`config.mk`:
```
export PLATFORM = sky130hd
export DESIGN_NAME = sig_act_unit
export DESIGN_NICKNAME = d
export VERILOG_FILES = /design/src/rtl/sig_pkg.sv /design/src/rtl/sig_clip.sv /design/src/rtl/sig_rom.sv /design/src/rtl/sig_act_unit.sv
export SDC_FILE = /design/constraint.sdc
export NUM_CORES = 1
export LEC_CHECK = 0
export ABC_CLOCK_PERIOD_IN_PS = 4100
export BUFFER_PORTS_ARGS = -buffer_cell sky130_fd_sc_hd__clkbuf_2
export CORE_ASPECT_RATIO = 1.1
export CORE_MARGIN = 1
export CORE_UTILIZATION = 60
export CTS_CLUSTER_DIAMETER = 150
export DETAILED_ROUTE_END_ITERATION = 10
export PLACE_DENSITY = 0.81
export SLEW_MARGIN = 30
export SYNTH_ARGS = -nofsm -noshare
export SYNTH_HDL_FRONTEND = slang
export SYNTH_SLANG_ARGS = --single-unit
```
`constraint.sdc`:
```
create_clock -name clk -period 4.1 [get_ports clk]
set_clock_uncertainty 0.1 [all_clocks]
set_input_delay 0.41 -clock clk [delete_from_list [all_inputs] [get_ports clk]]
set_output_delay 0.41 -clock clk [all_outputs]
set_load 0.005 [all_outputs]
```
`src/rtl/sig_pkg.sv`:
```
package sig_pkg;

    // Rounds a continuous value to the nearest code for an n-bit set with
    // full scale rng, halves away from zero, clamped to the symmetric range.
    function automatic int quantise(input real v, input real rng, input int w);
        real q;
        int  lim;
        int  r;
        lim = (1 << (w - 1)) - 1;
        q   = v * real'(lim) / rng;
        if (q >= 0.0) r = int'($floor(q + 0.5));
        else          r = -int'($floor(-q + 0.5));
        if (r > lim)  r = lim;
        if (r < -lim) r = -lim;
        return r;
    endfunction

    // Output code of the curve for activation code d.
    function automatic int curve_code(
        input int  d,
        input int  act_w,
        input int  out_w,
        input real act_rng,
        input real out_rng,
        input real slope0,
        input real f_hi,
        input real f_lo
    );
        real span;
        real x;
        real f;
        span = f_hi - f_lo;
        x    = real'(d) * act_rng / real'((1 << (act_w - 1)) - 1);
        f    = f_lo + span / (1.0 + $exp(-4.0 * slope0 * x / span));
        return quantise(f, out_rng, out_w);
    endfunction

endpackage

```
`src/rtl/sig_clip.sv`:
```
module sig_clip #(
    parameter int SUM_W = 12,
    parameter int ACT_W = 8
) (
    input  logic signed [SUM_W-1:0] sum_in,
    output logic signed [ACT_W-1:0] act_code
);
    localparam int LIM = (1 << (ACT_W - 1)) - 1;
    localparam logic signed [SUM_W-1:0] POS_LIM = SUM_W'(LIM);
    localparam logic signed [SUM_W-1:0] NEG_LIM = -POS_LIM;

    always_comb begin
        if (sum_in > POS_LIM)      act_code = ACT_W'(LIM);
        else if (sum_in < NEG_LIM) act_code = -ACT_W'(LIM);
        else                       act_code = sum_in[ACT_W-1:0];
    end
endmodule

```
`src/rtl/sig_rom.sv`:
```
module sig_rom #(
    parameter int  ACT_W     = 8,
    parameter int  OUT_W     = 8,
    parameter real ACT_RANGE = 4.0,
    parameter real OUT_RANGE = 1.0,
    parameter real SLOPE0    = 0.5,
    parameter real F_MAX     = 1.0,
    parameter real F_MIN     = -1.0
) (
    input  logic                    clk,
    input  logic                    rst,
    input  logic                    rd_en,
    input  logic signed [ACT_W-1:0] act_code,
    output logic        [OUT_W-1:0] word_q
);
    localparam int DEPTH = 1 << ACT_W;
    localparam int HALF  = DEPTH / 2;

    logic [OUT_W-1:0] table_w [DEPTH];
    logic [ACT_W-1:0] idx;

    // offset-binary index: code -HALF sits at entry 0
    assign idx = {~act_code[ACT_W-1], act_code[ACT_W-2:0]};

    for (genvar i = 0; i < DEPTH; i++) begin : g_entry
        localparam int CODE = sig_pkg::curve_code(i - HALF, ACT_W, OUT_W,
                                                  ACT_RANGE, OUT_RANGE,
                                                  SLOPE0, F_MAX, F_MIN);
        assign table_w[i] = OUT_W'(CODE);
    end

    always_ff @(posedge clk) begin
        if (rst)        word_q <= '0;
        else if (rd_en) word_q <= table_w[idx];
    end
endmodule

```
`src/rtl/sig_act_unit.sv`:
```
module sig_act_unit #(
    parameter int  SUM_W     = 12,
    parameter int  ACT_W     = 8,
    parameter int  OUT_W     = 8,
    parameter real ACT_RANGE = 4.0,
    parameter real OUT_RANGE = 1.0,
    parameter real SLOPE0    = 0.5,
    parameter real F_MAX     = 1.0,
    parameter real F_MIN     = -1.0
) (
    input  logic             clk,
    input  logic             rst,
    input  logic             in_valid,
    input  logic [SUM_W-1:0] sum_in,
    output logic             out_valid,
    output logic [OUT_W-1:0] y_out
);
    localparam int HI_CODE = sig_pkg::quantise(F_MAX, OUT_RANGE, OUT_W);
    localparam int LO_CODE = sig_pkg::quantise(F_MIN, OUT_RANGE, OUT_W);

    logic signed [ACT_W-1:0] act_code;

    sig_clip #(.SUM_W(SUM_W), .ACT_W(ACT_W)) u_clip (
        .sum_in   ($signed(sum_in)),
        .act_code (act_code)
    );

    sig_rom #(
        .ACT_W(ACT_W), .OUT_W(OUT_W), .ACT_RANGE(ACT_RANGE),
        .OUT_RANGE(OUT_RANGE), .SLOPE0(SLOPE0), .F_MAX(F_MAX), .F_MIN(F_MIN)
    ) u_rom (
        .clk      (clk),
        .rst      (rst),
        .rd_en    (in_valid),
        .act_code (act_code),
        .word_q   (y_out)
    );

    always_ff @(posedge clk) begin
        if (rst) out_valid <= 1'b0;
        else     out_valid <= in_valid;
    end


    reset_state_chk: assert property (@(posedge clk)
        rst |=> (!out_valid && y_out == '0));


    valid_follow_chk: assert property (@(posedge clk) disable iff (rst)
        in_valid |=> out_valid);


    idle_hold_chk: assert property (@(posedge clk) disable iff (rst)
        !in_valid |=> $stable(y_out));


    monotonic_chk: assert property (@(posedge clk) disable iff (rst)
        (in_valid && $past(in_valid) && !$past(rst)
         && $signed(sum_in) >= $signed($past(sum_in)))
        |=> $signed(y_out) >= $signed($past(y_out)));


    output_range_chk: assert property (@(posedge clk) disable iff (rst)
        ($signed(y_out) <= HI_CODE) && ($signed(y_out) >= LO_CODE));
endmodule

```
==> impl_metrics.ini <==
[detailed_routing]
vias = 3525
ant_nets = 0
drt-total-wl_mm = 10.9
dr.pass1.iters = 7
avgRoutedWirePerCell_um = 25.4
drc = 0
detail_route.vias_per_cell = 8.24
drtIter0Drc = 842

[cts]
post_cts_buffers = 0
cts_buffers = 3
clock_latency_ps = 240
cts_root_buf = clkbuf_8
hold_buffers = 0
clk_pin_slew_ps = 50
cts_tree = yes
htree_levels = 1
post_cts.resized_instances = 0
clkSinkCount = 9
clock_path_buffers = 2

[synth]
netlist_top_cells_count = a21oi_1, nor2_1, o21ai_0
synth.largest_area_cell = dfxtp_1
synth_area_leaders = dfxtp_1, a21oi_1, ha_1
synth_compound_area_share_pct = 44.0
synth_top_area_share_pct = 7.36
avgSynthCellArea_um2 = 6.75
synthArstFlopShare_pct = 0
synth_top_family_by_area = compound AO/OA/AOI/OAI gates
synth-simple-area-share_pct = 29.3
synth_seq_cells = 9
synth_fa_ha_area_share_pct = 5.62
yosysMostFrequentCell = a21oi_1
synth_fp_nets = 389
synth_cells = 363
synth_cell_types = 77
syn-cell-area_um2 = 2450
synth_edf_count = 0
yosys_warnings = 0
synthMuxAreaShare_pct = 4.75
ys_seq_area_share_pct = 7.36
synth_ff_type = dfxtp_1
synthXorXnorAreaFrac_pct = 0

[cells_and_area]
multi_input_area_um2 = 2050
final_nets = 403
num-fill-cells = 345
drive_above_1_share_pct = 18.1
seqCellArea_um2 = 180
diodes = 0
area_growth_pct = 8.74

[power_and_ir_drop]
p_switching_uw = 240
ir_drop_mv = 0.160
power.internal_uw = 261
seqPwrFrac_pct = 19.9
p_leak_nw = 0.992
power.share.combinational_pct = 58.6
power.density_nw_per_um2 = 188
p_clk_share_pct = 21.5
swShare_pct = 47.9

[timing]
timing.fmax_mhz = 283
period_share_pct = 86.2
fin_setup_tns_ps = 0
worst_pin_slew_ps = 845
maxSlewHeadroom_pct = 43.2
timing.final.ws_setup_ps = 566
setup_viol = 0
period_needed_ps = 3530
finalMaxSlewViolations = 0
rsz0062_at_grt = no
hold_viol_final = 0

[grt]
grt_overflow = 0
grt_max_degree = 36
gr-usage-all-layers_pct = 49.8
grt_pass1_wl_mm = 16.9
antenna_found_initial = 0
grt_pass1_vias = 3149

[floorplan]
die-area_um2 = 4340
io_pins = 24
start_util_pct = 62.2
die_y_um = 69
core_area_um2 = 3930
die_w_um = 62.9
row_count = 24

[run]
drv_cap = 0

[place]
place.gp.congestion = 1.13
portBuffers = 23
pre_cts_slack_ps = 357
dp.final_hpwl_mm = 7.50

[critical_path]
end_kind = register
worst-setup-path-type = primary input to register
regToRegSetupSlack_ps = 2690
critical_path_arrival_ps = 3540
start_kind = primary input
reg2reg_to = u_rom.word_q[0]
r2r-start = u_rom.word_q[0]
critical_path_required_ps = 4110
critPathMaxFanout = 20
rr_worst_depth = 4

[worst_hold_path]
min_from = rst
worstHoldPathCells = 2
hold_class = primary input to register
whs_endpoint = u_rom.word_q[6]

[status]
status = completed
[registers in the layout, summed over array words and instances, names as in the netlist]
signal,cells
u_rom.word_q,8
out_valid,1
[logic make-up after synthesis]
kind of cell,Yosys count
compound gates,153
fa+ha+maj,11
buf+inv,48
flops,9
mux,10
simple gates,132
[metal layers]
layer	GRT usage, %	wire length (um)	up-vias	part of all wire [%]
li1	-	-	1460	-
met1	64.5	3840	1533	35
met2	71.6	4240	407	39
met3	15.6	1920	125	18
met4	28.9	866	0	8.0
met5	0	0	-	0
[layout by cell type (no fill, tap or decap), types with 5 or more instances in the layout]
cell / count
inv_1: 12
nor2_1: 27
a2111oi_0: 6
a211oi_1: 7
dfxtp_1: 9
o21ai_0: 26
a21oi_1: 33
nand2_1: 25
buf_4: 20
o2111ai_1: 5
ha_1: 11
o211ai_1: 5
a31oi_1: 7
clkbuf_2: 23
and3_1: 5
o22ai_1: 7
nand3_1: 15
nand4_1: 8
mux2i_1: 6
nor3_1: 10
or3_1: 5
nand2b_1: 7
nor4_1: 6
[final cells by class]
class	count	area share, %
repair buffers	43	9.96
flip-flops and latches	9	6.77
clock buffers	4	1.69
inverters	14	1.97
well taps	52	2.44
multi-input cells	306	77.2
[stage by stage]
step           cell area, um^2  hold WS, ps  std cells  total power, mW  utilization (%)
2_1_floorplan             2450          366        363            0.285                -
3_3_place_gp              2610          349        424            0.373             66.4
6_report                  2660          290        428            0.501             67.7
5_1_grt                   2660          305        428            0.515             67.7
4_1_cts                   2660          294        428            0.479             67.6
3_5_place_dp              2610          357        424            0.371             66.4
[worst max-delay path, cell delays in order]
cell and delay [ps]:
clkbuf_2 290, nor2_2 400, nor2_1 100, nor2_1 360, inv_1 210, ha_1 330, nor2b_1 200, a211oi_1 240
nor3_1 90, a2111oi_0 370, o311ai_0 270, o2111ai_1 160, a311oi_1 120
[power groups by stage]
stage,Clock (mW),Combinational [mW],Sequential [mW]
floorplan,0,0.184,0.101
global placement,0,0.273,0.100
detailed placement,0,0.270,0.101
CTS,0.107,0.273,0.0991
global route,0.111,0.303,0.0999
finish,0.108,0.294,0.0995
[worst max path at each step]
stage | from | end | slack [ps] | cells after the start
6_report | sum_in[11] | u_rom.word_q[3] | 570 | 13
3_3_place_gp | sum_in[10] | u_rom.word_q[1] | 360 | 12
3_5_place_dp | sum_in[10] | u_rom.word_q[3] | 360 | 12
4_1_cts | sum_in[10] | u_rom.word_q[3] | 570 | 12
2_1_floorplan | sum_in[10] | u_rom.word_q[1] | 830 | 11
5_1_grt | sum_in[10] | u_rom.word_q[3] | 260 | 12
No activity file was read; power rests on OpenSTA's default activity.
